$ cat src/rtl/psd_pkg.sv
package psd_pkg;

    // Prescaler period state: BASE counts the common part, EXTRA adds one clock.
    typedef enum logic [0:0] {
        PS_BASE  = 1'b0,
        PS_EXTRA = 1'b1
    } pre_state_e;

    // Division cycle phase: SWALLOW uses the high modulus, PROGRAM the low one.
    typedef enum logic [0:0] {
        PH_SWALLOW = 1'b0,
        PH_PROGRAM = 1'b1
    } cyc_phase_e;

endpackage

$ cat src/rtl/psd_prescaler.sv
module psd_prescaler
    import psd_pkg::*;
#(
    parameter int unsigned MOD_LO = 22
) (
    input  logic clk,
    input  logic rst,
    input  logic mod_hi,
    output logic tick
);
    localparam int unsigned PC_W = $clog2(MOD_LO);
    localparam logic [PC_W-1:0] PC_LAST = PC_W'(MOD_LO - 1);

    pre_state_e      st;
    logic [PC_W-1:0] pc;

    // State register: BASE counts 0..MOD_LO-1; EXTRA is visited only for the high modulus.
    always_ff @(posedge clk) begin
        if (rst) begin
            st <= PS_BASE;
            pc <= '0;
        end else begin
            unique case (st)
                PS_BASE: begin
                    if (pc == PC_LAST) begin
                        if (mod_hi) begin
                            st <= PS_EXTRA;
                        end else begin
                            pc <= '0;
                        end
                    end else begin
                        pc <= pc + 1'b1;
                    end
                end
                PS_EXTRA: begin
                    st <= PS_BASE;
                    pc <= '0;
                end
                default: begin
                    st <= PS_BASE;
                    pc <= '0;
                end
            endcase
        end
    end

    // Output decode: tick marks the last input cycle of the period.
    always_comb begin
        tick = 1'b0;
        unique case (st)
            PS_BASE:  tick = (pc == PC_LAST) && !mod_hi;
            PS_EXTRA: tick = 1'b1;
            default:  tick = 1'b0;
        endcase
    end

endmodule

$ cat src/rtl/psd_swallow_fsm.sv
module psd_swallow_fsm
    import psd_pkg::*;
#(
    parameter int unsigned PROG_N = 10,
    parameter int unsigned CH_W   = 3
) (
    input  logic                        clk,
    input  logic                        rst,
    input  logic [CH_W-1:0]             ch,
    input  logic                        tick,
    output logic                        mod_hi,
    output logic                        div_q,
    output logic                        wrap,
    output logic [$clog2(PROG_N)-1:0]   cyc_idx,
    output logic [CH_W-1:0]             ch_held
);
    localparam int unsigned CNT_W = $clog2(PROG_N);
    localparam logic [CNT_W-1:0] IDX_LAST = CNT_W'(PROG_N - 1);

    cyc_phase_e       ph;
    logic [CNT_W-1:0] idx;
    logic [CNT_W-1:0] idx_nxt;
    logic [CH_W-1:0]  ch_q;
    logic             match;
    logic             last;

    assign idx_nxt = idx + 1'b1;
    assign last    = (idx == IDX_LAST);
    assign wrap    = tick && last;

    // Compare the low bits of the next period index with the captured channel.
    generate
        if (CNT_W >= CH_W) begin : g_wide_cnt
            assign match = (idx_nxt[CH_W-1:0] == ch_q);
        end else begin : g_narrow_cnt
            assign match = (CH_W'(idx_nxt) == ch_q);
        end
    endgenerate

    // State register: phase, period index and captured channel.
    always_ff @(posedge clk) begin
        if (rst) begin
            idx  <= '0;
            ch_q <= ch;
            ph   <= (ch == '0) ? PH_PROGRAM : PH_SWALLOW;
        end else if (tick) begin
            if (last) begin
                idx  <= '0;
                ch_q <= ch;
                ph   <= (ch == '0) ? PH_PROGRAM : PH_SWALLOW;
            end else begin
                idx <= idx_nxt;
                unique case (ph)
                    PH_SWALLOW: if (match) ph <= PH_PROGRAM;
                    PH_PROGRAM: ph <= PH_PROGRAM;
                    default:    ph <= PH_PROGRAM;
                endcase
            end
        end
    end

    // Output register: one-cycle boundary pulse.
    always_ff @(posedge clk) begin
        if (rst) begin
            div_q <= 1'b0;
        end else begin
            div_q <= wrap;
        end
    end

    assign mod_hi  = (ph == PH_SWALLOW);
    assign cyc_idx = idx;
    assign ch_held = ch_q;

endmodule

$ cat src/rtl/pulse_swallow_div.sv
module pulse_swallow_div #(
    parameter int unsigned CH_W    = 3,
    parameter int unsigned PRE_MOD = 22,
    parameter int unsigned PROG_N  = 10
) (
    input  logic            clk,
    input  logic            rst,
    input  logic [CH_W-1:0] ch_sel,
    output logic            div_out,
    output logic            pre_pulse,
    output logic            mod_high
);
    localparam int unsigned CNT_W = $clog2(PROG_N);

    logic             tick;
    logic             mod_hi;
    logic             wrap;
    logic [CNT_W-1:0] cyc_idx;
    logic [CH_W-1:0]  ch_held;

    psd_prescaler #(
        .MOD_LO (PRE_MOD)
    ) u_pre (
        .clk    (clk),
        .rst    (rst),
        .mod_hi (mod_hi),
        .tick   (tick)
    );

    psd_swallow_fsm #(
        .PROG_N (PROG_N),
        .CH_W   (CH_W)
    ) u_seq (
        .clk     (clk),
        .rst     (rst),
        .ch      (ch_sel),
        .tick    (tick),
        .mod_hi  (mod_hi),
        .div_q   (div_out),
        .wrap    (wrap),
        .cyc_idx (cyc_idx),
        .ch_held (ch_held)
    );

    assign pre_pulse = tick;
    assign mod_high  = mod_hi;

endmodule

$ cat config.mk
export PLATFORM = sky130hd
export DESIGN_NAME = pulse_swallow_div
export DESIGN_NICKNAME = d
export VERILOG_FILES = /design/src/rtl/psd_pkg.sv /design/src/rtl/psd_prescaler.sv /design/src/rtl/psd_swallow_fsm.sv /design/src/rtl/pulse_swallow_div.sv
export SDC_FILE = /design/constraint.sdc
export NUM_CORES = 1
export LEC_CHECK = 0
export ABC_AREA = 1
export BUFFER_PORTS_ARGS = -buffer_cell sky130_fd_sc_hd__buf_2
export CAP_MARGIN = 15
export CORE_MARGIN = 5
export CORE_UTILIZATION = 30
export CTS_BUF_LIST = sky130_fd_sc_hd__clkbuf_2 sky130_fd_sc_hd__clkbuf_4 sky130_fd_sc_hd__clkbuf_8
export DETAILED_ROUTE_END_ITERATION = 8
export GPL_TIMING_DRIVEN = 0
export PLACE_DENSITY_LB_ADDON = 0.05
export SLEW_MARGIN = 30
export SYNTH_ARGS = -nofsm -noshare
export SYNTH_HDL_FRONTEND = slang
export SYNTH_SLANG_ARGS = --single-unit
$ cat constraint.sdc
create_clock -name clk -period 1.6 [get_ports clk]
set_input_delay 0.32 -clock clk [delete_from_list [all_inputs] [get_ports clk]]
set_output_delay 0.32 -clock clk [all_outputs]
set_load 0.02 [all_outputs]
* Word-level counts from Yosys, hierarchy flattened
Cells that the tools add are included.
Cells by class: add/subtract/negate cells 2, equal/unequal tests 4, reductions and logical operators 6, mux-type cells 17, bitwise operators 2
Operators by type and width (count):
- 2-to-1 mux 5 bit | 2
- case mux 5 bit (2 select lines) | 1
- 2-to-1 mux 3 bit | 3
- 2-to-1 mux 1 bit | 7
- case mux 1 bit (2 select lines) | 3
- adder 5 x 1 -> 5 bit, second input constant | 1
- == test 5 bit, second input constant | 1
- adder 4 x 1 -> 4 bit, second input constant | 1
- == test 4 bit, second input constant | 1
- 2-to-1 mux 4 bit | 1
- nonzero test 2 bit | 2
- == test 3 bit | 1
- zero test 3 bit | 1
- inequality test 3 x 2 -> 1 bit, second input constant | 1
- logical AND 1 bit | 2
- inverter 1 bit | 2
- AND reduction 2 bit | 1
Word-level totals: word-level logic and storage cells 37, output and inout port bits 3, register bits after elaboration 15, bits of input ports 5

* Longest topological paths before layout
Gate-level depths: netlist (run 1).
depth in word-level cells 7, mapped depth 10, gate-level depth less buffers 10

* Modules after synthesis
A second synthesis (run 1) with hierarchy kept.
Unflattened totals: cell total of the unflattened synthesis 103, area, all modules 843.3 µm²
By module, submodules not included:
- psd_swallow_fsm | sequential area each 220.2 µm², area each 499.2 µm², cells an instance 56, instances 1
- psd_prescaler | sequential area each 120.1 µm², area each 344.1 µm², cells an instance 47, instances 1

* Least setup slack after synthesis (run 1)
OpenSTA, ideal clock, no wires.
path kind register to register, start register u_pre.pc[0], end register u_seq.ch_q[0], in the netlist u_seq.ch_held[0] (enable), setup slack 297 ps, cell stages (with the launch flop) 8, data required time 1301 ps, clock period less this slack 1303 ps, path buffers 0, setup time 299 ps, arrival 1004 ps, cell sequence dfxtp_1 > ha_1 > nand2_1 > inv_2 > nand3_2 > nand3_2 > nand2_1 > inv_1
On the way: word-level cells in the longest chain between the ends 5
Ends and longest elaborated chain:
- from (decl) | RTL line psd_prescaler.sv:15 | logic [PC_W-1:0] pc;
- from (signal assigned) | RTL line psd_prescaler.sv:32 | pc <= pc + 1'b1;
- == test 5 bit | RTL line psd_prescaler.sv:51 | PS_BASE: tick = (pc == PC_LAST) && !mod_hi;
- logical AND 1 bit | RTL line psd_prescaler.sv:51
- case mux 1 bit (2 select lines) | RTL line psd_prescaler.sv:50 | unique case (st)
- nonzero test 2 bit (no source line)
- AND reduction 2 bit (no source line)
- to (signal assigned) | RTL line psd_swallow_fsm.sv:44 | ch_q <= ch;
- to (signal assigned) | RTL line psd_swallow_fsm.sv:49 | ch_q <= ch;
- to (decl) | RTL line psd_swallow_fsm.sv:23 | logic [CH_W-1:0] ch_q;
Every way passes these cells. A chain may end at the register's enable or synchronous reset.

* Final worst setup path (run 1)
start register u_pre.pc[1], end output pre_pulse
On the way: word-level cells in the longest chain between the ends 3
Ends and longest elaborated chain:
- == test 5 bit | RTL line psd_prescaler.sv:51
- logical AND 1 bit | RTL line psd_prescaler.sv:51
- case mux 1 bit (2 select lines) | RTL line psd_prescaler.sv:50
- to (decl) | RTL line pulse_swallow_div.sv:10 | output logic pre_pulse,
Every way passes these cells.

==> flow_summary_export.csv, run 1 <==
group,metric,value,unit
global_routing,grt_pass1_wl,2539,microns
timing,setup_ws,0.07843,ns
setup_path,cp_slowest_cell,"dfxtp_2",
clock_network,htreeDepth,1,
placement,port_buffers,7,
synth,syn_nets,105,
setup_path,critical_path.endpoint_type,"output port",
finish,final_cells,141,
clock_network,cts_tree,"yes",
detailed_routing,initialDrtViolationCount,20,
floorplanning,pin_count,8,
finish,stdcell_area,942.2,sq um
clock_network,cts.path.max_buffers,2,
timing,fin_crit_sh,95.10,%
setup_path,cp-start-kind,"register",
timing,hold_viol,0,
clock_network,cts_buffers,3,
global_routing,gr-total-overflow,0,
setup_path,crit_path_frequent_cell,"inv_2",
synth,synth_seq_area_share,43.80,%
detailed_routing,wirelength,1484,microns
setup_path,arrival,1.20,ns
finish,layout_common_cells,"nand2_1 (16), nor2_1 (12), inv_2 (8), inv_1 (8), dfxtp_1 (8)",
min_path,hp-class,"input port to register",
run,maxCapViolCount,0,
finish,fin_nets,121,
global_routing,track_usage,9.464,%
global_routing,antenna_found_initial,0,
synth,ys_ff_latch,15,
synth,yosysWarnings,0,
finish,diodes,0,
clock_network,clk_pin_slew_worst_paths,0.10,ns
floorplanning,core,0.002477,sq mm
setup_path,cp_slowest_stage_delay,0.34,ns
synth,syn_inst,96,
clock_network,postCtsHoldBufs,0,
timing,fmaxAchievable,657.2,MHz
synth,synth_top_area_cell,"dfxtp_1",
run_status,status,"finished clean",
floorplanning,start_util,31.36,%
clock_network,clock-sinks,15,
detailed_routing,firstDrtPassIters,2,
global_routing,grt_pass1_vias,593,
placement,place_area,849.6,sq um
synth,ys_types,23,
timing,slew_violations,0,
finish,drive_gt1_share,34.23,%
synth,netlist.area_leader.share,28.34,%
synth,synth_area_per_cell,8.094,sq um
synth,synth_area,777.0,sq um
floorplanning,die_x,60.89,microns
finish,layout_commonest_cell,"nand2_1",
detailed_routing,drc_errors,0,
timing,hold_slack,0.2136,ns
timing,fin_crit,1.522,ns
detailed_routing,vias_per_cell,4.355,
pwr,leakagePower,0.4223,nW
timing,setup_viol,0,
detailed_routing,antenna_left,0,
placement,place_congestion,0.7266,
detailed_routing,avgRoutedWirePerCell,10.52,microns
setup_path,crit_type,"register to output port",
detailed_routing,vias,614,
timing,slew_headroom,82.95,%
floorplanning,die_y,60.89,microns
pwr,power.density,753.0,mW/mm^2
placement,dp_hpwl,1144,microns
floorplanning,rows,18,
pwr,fin_total_pwr,709.4,uW
setup_path,required,1.28,ns
setup_path,crit_path_max_fanout,3,
global_routing,grt_max_degree,11,
finish,area_delta_synth_final,21.26,%
clock_network,insertion_delay,0.29,ns
placement,dp.cells,133,
timing,finalSetupTns,0,ns
floorplanning,dieArea,0.003708,sq mm
finish,fin_util,38.03,%
timing,clock_skew,0.008935,ns
synth,synth_area_leaders,"dfxtp_1 (28%), edfxtp_1 (15%), nand2_1 (8.2%)",
clock_network,cts_root_buf,"clkbuf_4",
placement,place_ws,0.1453,ns
timing,worst_pin_slew,0.2537,ns
pwr,ir_drop,0.5427,mV
setup_path,worstPathCellList,"inv_2 > ha_4 > nand2_2 > inv_2 > nand3_4 > nand2_4 > buf_6",
-- critical path: cells and delay by family (launching register included) --
kind | cells | cell delay, ns
flip-flops | 1 | 0.34
buffers and inverters | 3 | 0.24
adder cells (fa/ha/maj) | 1 | 0.12
AND/OR/NAND/NOR | 3 | 0.21
-- layer usage --
layer	part of all wire [%]	routed length (microns)	vias up	GRT usage [%]
li1	-	-	330	-
met1	49	733	278	11.87
met2	46	689	4	14.81
met3	2.8	42	2	3.830
met4	1.3	19	0	3.096
met5	0	0	-	0
-- Yosys cell counts --
cell type	number
or2_1	1
nand3_2	3
xnor2_1	2
nor2_4	1
nor3_2	1
dfxtp_1	11
inv_1	9
nor2_1	12
nand3_1	6
inv_2	7
nand3b_1	1
nand2_4	1
clkinv_1	1
a21oi_1	3
nor3_1	3
edfxtp_1	4
ha_1	4
o21ai_1	2
nand2_2	3
xor2_1	2
o31ai_1	1
nand2_1	17
nor2_2	1
-- kinds of logic after synthesis --
kind of cell / Yosys count / synth area share (%)
adder cells (fa/ha/maj): 4 / 6.441
XOR/XNOR: 4 / 4.510
flip-flops: 15 / 43.80
AND/OR/NAND/NOR: 50 / 32.85
AO/OA/AOI/OAI: 6 / 4.187
buffers and inverters: 17 / 8.212
-- registers in the layout (all words and copies together) (netlist names) --
signal,cells
u_seq.div_q,1
u_pre.st,1
u_pre.pc,5
u_seq.cyc_idx,4
u_seq.ch_held,3
u_seq.ph,1
-- final timing paths --
check | start | to | slack (ns) | depth (start not counted)
worst max register to register | u_pre.pc[1]$_SDFFE_PP0P_ | u_seq.ch_held[1]$_DFFE_PP_ | 0.17 | 9
worst max-delay path | u_pre.pc[1]$_SDFFE_PP0P_ | pre_pulse | 0.08 | 7
worst min register to register | u_seq.cyc_idx[3]$_SDFFE_PP0P_ | u_seq.cyc_idx[3]$_SDFFE_PP0P_ | 0.52 | 2
worst min-delay path | ch_sel[1] | u_seq.ch_held[1]$_DFFE_PP_ | 0.21 | 1
-- layout make-up --
cell class	count	area [sq um]
timing repair buffer	11	71.32
clock buffer	3	22.52
multi-input combinational	64	395.4
clock inverter	1	7.507
inverter	17	63.81
sequential	15	344.1
fill	286	1535
tap	30	37.54
-- power by group --
group	total, mW	leakage [nW]	switching (mW)	internal [mW]
clock network	0.228	0.0139	0.133	0.0950
registers	0.413	0.128	0.00957	0.403
logic	0.0684	0.280	0.0380	0.0304
-- repair_timing --
action | in CTS | in global routing
pin swaps | 1 | 2
endpoints found under the setup margin | 1 | 1
gates resized for setup | 5 | 5
setup buffers | 3 | 1
gates cloned | 0 | 0
Power figures use the tool's default switching activity.
==> run 2, diff against run 1 <==
Settings changed: CAP_MARGIN 15 to 20, SYNTH_HIERARCHICAL set to 1.
==> run 2 against run 1 <==
Largest power group unchanged. Register-to-register slack lost 0.15 ns. Total power grew 0.87%. Global-route usage shrank 0.98 points. Critical path depth is the same. Largest cell class unchanged. Flip-flop and latch count is the same. The flow now finishes with violations (negative setup slack). Final area grew 8.2%. Hold slack gained 0.019 ns. Critical path type unchanged.
==> flow_summary_export.csv, run 2 <==
group,metric,value,unit
run_status,status,"finished, violations left",
run_status,failed_checks,"negative setup slack",
floorplanning,pin_count,8,
detailed_routing,firstDrtPassIters,3,
placement,port_buffers,7,
pwr,ir_drop,0.4142,mV
setup_path,cp_slowest_cell,"dfxtp_2",
floorplanning,start_util,30.98,%
setup_path,timing.rr.end,"u_seq/ch_held[2]$_DFFE_PP_",
detailed_routing,antenna_left,0,
detailed_routing,avgRoutedWirePerCell,10.03,microns
finish,area_delta_synth_final,21.46,%
placement,dp_hpwl,1147,microns
synth,synth_area,839.6,sq um
detailed_routing,wirelength,1504,microns
finish,largest_register_ff_count,5,
setup_path,ff2ff_setup_slack,0.02,ns
timing,setup_viol,1,
pwr,leakagePower,0.4863,nW
global_routing,grt_max_degree,10,
clock_network,cts_buffers,3,
clock_network,cts.path.max_buffers,2,
finish,layout_commonest_cell,"nand2_1",
setup_path,cp-start-kind,"register",
finish,num-fill-cells,298,
timing,fin_crit,1.608,ns
setup_path,crit_end,"pre_pulse",
timing,finalSetupTns,-0.007847,ns
timing,hold_viol,0,
clock_network,insertion_delay,0.28,ns
setup_path,worstRegToRegCells,9,
setup_path,path_depth,7,
synth,yosysWarnings,6,
finish,diodes,0,
detailed_routing,vias,629,
setup_path,arrival,1.29,ns
global_routing,grt_pass1_wl,2642,microns
detailed_routing,vias_per_cell,4.193,
setup_path,rr_startpoint,"u_pre/pc[1]$_SDFFE_PP0P_",
finish,layout_common_cells,"nand2_1 (18), inv_1 (13), nor2_1 (10)",
setup_path,crit_path_frequent_cell,"nor2_4",
global_routing,grt_pass1_vias,568,
synth,syn_nets,111,
timing,worst_pin_slew,0.2365,ns
timing,clock_skew,0.003077,ns
timing,fin_crit_sh,100.5,%
synth,syn_inst,102,
timing,slew_violations,0,
timing,rsz0062_at_grt,"true",
global_routing,track_usage,8.481,%
clock_network,htreeDepth,1,
clock_network,cts_tree,"yes",
synth,synth_area_per_cell,8.231,sq um
pwr,fin_total_pwr,715.6,uW
floorplanning,rows,19,
clock_network,postCtsHoldBufs,0,
clock_network,clk_pin_slew_worst_paths,0.10,ns
pwr,power.density,701.7,mW/mm^2
finish,drive_gt1_share,40.34,%
setup_path,cp_slowest_stage_delay,0.34,ns
global_routing,antenna_found_initial,0,
floorplanning,die_x,62.90,microns
timing,slew_headroom,84.22,%
setup_path,critical_path.top_delay_family,"simple AND/OR/NAND/NOR gates",
setup_path,crit_path_max_fanout,3,
floorplanning,die_y,62.90,microns
floorplanning,dieArea,0.003956,sq mm
clock_network,cts_root_buf,"clkbuf_4",
global_routing,gr-total-overflow,0,
setup_path,startpoint,"u_pre/pc[1]$_SDFFE_PP0P_",
finish,fin_nets,129,
timing,fmaxAchievable,622.0,MHz
clock_network,clock-sinks,15,
timing,setup_ws,-0.007847,ns
detailed_routing,initialDrtViolationCount,13,
min_path,hp-class,"input port to register",
setup_path,required,1.28,ns
setup_path,worstPathCellList,"inv_2 > ha_4 > nand2_4 > nor2_4 > nor2_4 > nor2_4 > buf_6",
run,maxCapViolCount,0,
finish,max_flop_register,"u_pre/pc",
placement,place_congestion,0.7538,
setup_path,cp_num_buf_inv,2,
detailed_routing,drc_errors,0,
setup_path,critical_path.endpoint_type,"output port",
floorplanning,core,0.002710,sq mm
setup_path,crit_type,"register to output port",
run 2: routing by layer:
| layer | global-route usage (%) | wire length [microns] |
|---|---|---|
| met2 | 10.38 | 560 |
| met5 | 0 | 0 |
| met1 | 12.57 | 841 |
| met4 | 3.979 | 20 |
| met3 | 3.237 | 81 |
run 2: where the power goes:
group	switching (mW)	leakage (nW)	internal, mW
Clock	0.127	0.0177	0.0926
Sequential	0.00931	0.129	0.404
Combinational	0.0468	0.339	0.0355
Total	0.183	0.486	0.532
run 2: worst min path at each step:
stage / from / end / slack [ns] / cells after the start
after CTS: ch_sel[0] / u_seq/ch_held[0]$_DFFE_PP_ / 0.22 / 1
after detailed placement: u_pre/pc[1]$_SDFFE_PP0P_ / u_pre/pc[1]$_SDFFE_PP0P_ / 0.50 / 2
final: ch_sel[0] / u_seq/ch_held[0]$_DFFE_PP_ / 0.23 / 1
after global placement: u_pre/pc[1]$_SDFFE_PP0P_ / u_pre/pc[1]$_SDFFE_PP0P_ / 0.50 / 2
after global routing: ch_sel[0] / u_seq/ch_held[0]$_DFFE_PP_ / 0.20 / 1
after floorplan: rst / u_seq/div_q$_SDFF_PP0_ / 0.40 / 1
run 2: timing repair:
| action | in CTS | in global routing |
|---|---|---|
| resized for setup | 4 | 1 |
| setup endpoints to repair | 5 | 6 |
| pin swaps | 4 | 2 |
| setup buffers | 6 | 0 |
run 2: area by class of cell:
| cell class | instances | area [sq um] | area share, % |
|---|---|---|---|
| Clock buffer | 3 | 22.52 | 2.209 |
| Clock inverter | 1 | 5.005 | 0.4908 |
| Timing Repair Buffer | 13 | 90.09 | 8.834 |
| Tap cell | 31 | 38.79 | 3.804 |
| Sequential cell | 15 | 344.1 | 33.74 |
| Inverter | 22 | 83.83 | 8.221 |
| Multi-Input combinational cell | 65 | 435.4 | 42.70 |
run 2: through the flow:
stage / cells / area [sq um] / utilization, % / worst slack [ns] / hold slack (ns)
finish: 150 / 1020 / 37.63 / -0.007847 / 0.2325
CTS: 150 / 1018 / 37.58 / -0.05622 / 0.2197
detailed placement: 140 / 925.9 / 34.16 / -0.1094 / 0.5028
global route: 150 / 1020 / 37.63 / -0.08372 / 0.2030
floorplan: 102 / 852.1 / - / 0.002863 / 0.3968
global placement: 140 / 925.9 / 34.16 / -0.1013 / 0.5024
==> run 3, diff against run 2 <==
Settings changed: RECOVER_POWER set to 100.
==> run 3 against run 2 <==
The run still ends with negative setup slack left. Sequential power hardly changed. Utilization down 0.32 points. Critical path type unchanged. Largest cell class unchanged. Sequential share of layout area up 0.29 points.
==> flow_summary_export.csv, run 3 (synthesis gave the netlist of run 2 again) <==
group,metric,value,unit
global_routing,grt_max_degree,10,
finish,layout_commonest_cell,"nand2_1",
timing,slew_headroom,83.23,%
floorplanning,die_x,62.90,microns
setup_path,crit_end,"pre_pulse",
floorplanning,core,0.002710,sq mm
clock_network,clock-sinks,15,
finish,max_flop_register,"u_pre/pc",
setup_path,cp-start-kind,"register",
global_routing,use_met3,3.237,%
finish,fin_nets,129,
global_routing,gr-total-overflow,0,
placement,place_congestion,0.7538,
global_routing,grt_util_met2,10.38,%
finish,stdcell_area,0.001011,sq mm
timing,clock_skew,0.003263,ns
floorplanning,start_util,30.98,%
global_routing,top_usage_layer,"met1",
setup_path,crit_path_max_fanout,3,
pwr,ir_drop,0.4139,mV
clock_network,clk_pin_slew_worst_paths,0.10,ns
setup_path,ff2ff_setup_slack,0.02,ns
floorplanning,pin_count,8,
detailed_routing,vias_per_cell,4.193,
placement,dp_hpwl,1147,microns
clock_network,cts_root_buf,"clkbuf_4",
global_routing,gr-usage-met1,12.57,%
run_status,status,"finished, violations left",
finish,largest_register_ff_count,5,
global_routing,grt_pass1_vias,568,
clock_network,insertion_delay,0.28,ns
detailed_routing,wirelength,1503,microns
finish,drive_gt1_share,36.13,%
run_status,failed_checks,"negative setup slack",
setup_path,startpoint,"u_pre/pc[1]$_SDFFE_PP0P_",
detailed_routing,antenna_left,0,
timing,setup_viol,1,
timing,fin_crit,1.608,ns
global_routing,antenna_found_initial,0,
clock_network,cts_tree,"yes",
placement,dp.cells,140,
detailed_routing,initialDrtViolationCount,13,
pwr,power.density,705.6,mW/mm^2
finish,layout_common_cells,"nand2_1 (18), inv_1 (13), nor2_1 (10)",
finish,diodes,0,
setup_path,cp_slowest_cell,"dfxtp_2",
timing,rsz0062_at_grt,"true",
detailed_routing,drc_errors,0,
timing,fin_crit_sh,100.5,%
setup_path,timing.rr.end,"u_seq/ch_held[2]$_DFFE_PP_",
timing,setup_ws,-0.007895,ns
placement,place_area,925.9,sq um
timing,hold_viol,0,
clock_network,cts_buffers,3,
timing,worst_pin_slew,0.2526,ns
setup_path,crit_path_frequent_cell,"nor2_4",
global_routing,track_usage,8.481,%
timing,fmaxAchievable,621.9,MHz
setup_path,critical_path.endpoint_type,"output port",
finish,final_cells,150,
floorplanning,rows,19,
detailed_routing,firstDrtPassIters,3,
setup_path,cp_slowest_stage_delay,0.34,ns
setup_path,required,1.28,ns
placement,port_buffers,7,
clock_network,cts.path.max_buffers,2,
floorplanning,dieArea,0.003956,sq mm
setup_path,worstPathCellList,"inv_2 > ha_4 > nand2_4 > nor2_4 > nor2_4 > nor2_4 > buf_6",
detailed_routing,avgRoutedWirePerCell,10.02,microns
setup_path,rr_startpoint,"u_pre/pc[1]$_SDFFE_PP0P_",
setup_path,crit_type,"register to output port",
setup_path,arrival,1.29,ns
timing,finalSetupTns,-0.007895,ns
global_routing,grt_pass1_wl,2642,microns
floorplanning,die_y,62.90,microns
clock_network,htreeDepth,1,
pwr,leakagePower,0.4741,nW
finish,area_delta_synth_final,20.42,%
setup_path,worstRegToRegCells,9,
run,maxCapViolCount,0,
timing,slew_violations,0,
pwr,fin_total_pwr,713.3,uW
min_path,hp-class,"input port to register",
detailed_routing,vias,629,
run 3: cell count changes in the layout (fill, tap and decap cells not counted):
cell	delta
a21oi_2	-1
clkbuf_1	+4
buf_2	-4
o21ai_1	-1
a21oi_1	+1
o21ai_0	+1
run 3: worst min-delay path by stage:
stage / start / to / slack, ns / cells after the start
4_1_cts: ch_sel[0] / u_seq/ch_held[0]$_DFFE_PP_ / 0.22 / 1
5_1_grt: ch_sel[0] / u_seq/ch_held[0]$_DFFE_PP_ / 0.20 / 1
3_3_place_gp: u_pre/pc[1]$_SDFFE_PP0P_ / u_pre/pc[1]$_SDFFE_PP0P_ / 0.50 / 2
3_5_place_dp: u_pre/pc[1]$_SDFFE_PP0P_ / u_pre/pc[1]$_SDFFE_PP0P_ / 0.50 / 2
6_report: ch_sel[0] / u_seq/ch_held[0]$_DFFE_PP_ / 0.23 / 1
2_1_floorplan: rst / u_seq/div_q$_SDFF_PP0_ / 0.40 / 1
run 3: per-stage QoR:
stage	hold WS [ns]	setup slack, ns	util [%]
after floorplan	0.3968	0.002863	-
after global placement	0.5024	-0.1013	34.16
after detailed placement	0.5028	-0.1094	34.16
after CTS	0.2197	-0.05622	37.58
after global routing	0.2030	-0.08372	37.30
final	0.2323	-0.007895	37.30
run 3: timing repair:
| item | CTS | global route |
|---|---|---|
| resized for setup | 4 | 1 |
| hold buffers | 0 | 0 |
| endpoints found under the setup margin | 5 | 6 |
| pin swaps | 4 | 2 |
| buffers inserted | 6 | 0 |
run 3: power breakdown:
group | internal (mW) | switching, mW
Clock | 0.0926 | 0.127
Sequential | 0.404 | 0.00931
Combinational | 0.0338 | 0.0461
run 3: final cells by class:
type / count / area [sq um]
fillers: 301 / 1699
multi-input cells: 65 / 431.7
flip-flops and latches: 15 / 344.1
clock inverters: 1 / 5.005
clock buffers: 3 / 22.52
inverters: 22 / 83.83
repair buffers: 13 / 85.08
well taps: 31 / 38.79
run 3: layer usage:
| layer | vias up | wire length, microns |
|---|---|---|
| li1 | 352 | - |
| met1 | 267 | 840 |
| met2 | 8 | 559 |
| met3 | 2 | 82 |
| met4 | 0 | 20 |
| met5 | - | 0 |
run 3: worst max-delay path: cells and delay by family (launching register included):
kind	cells	cell delay (ns)
adder cells (fa/ha/maj)	1	0.13
buffers and inverters	2	0.19
flip-flops	1	0.34
AND/OR/NAND/NOR	4	0.35
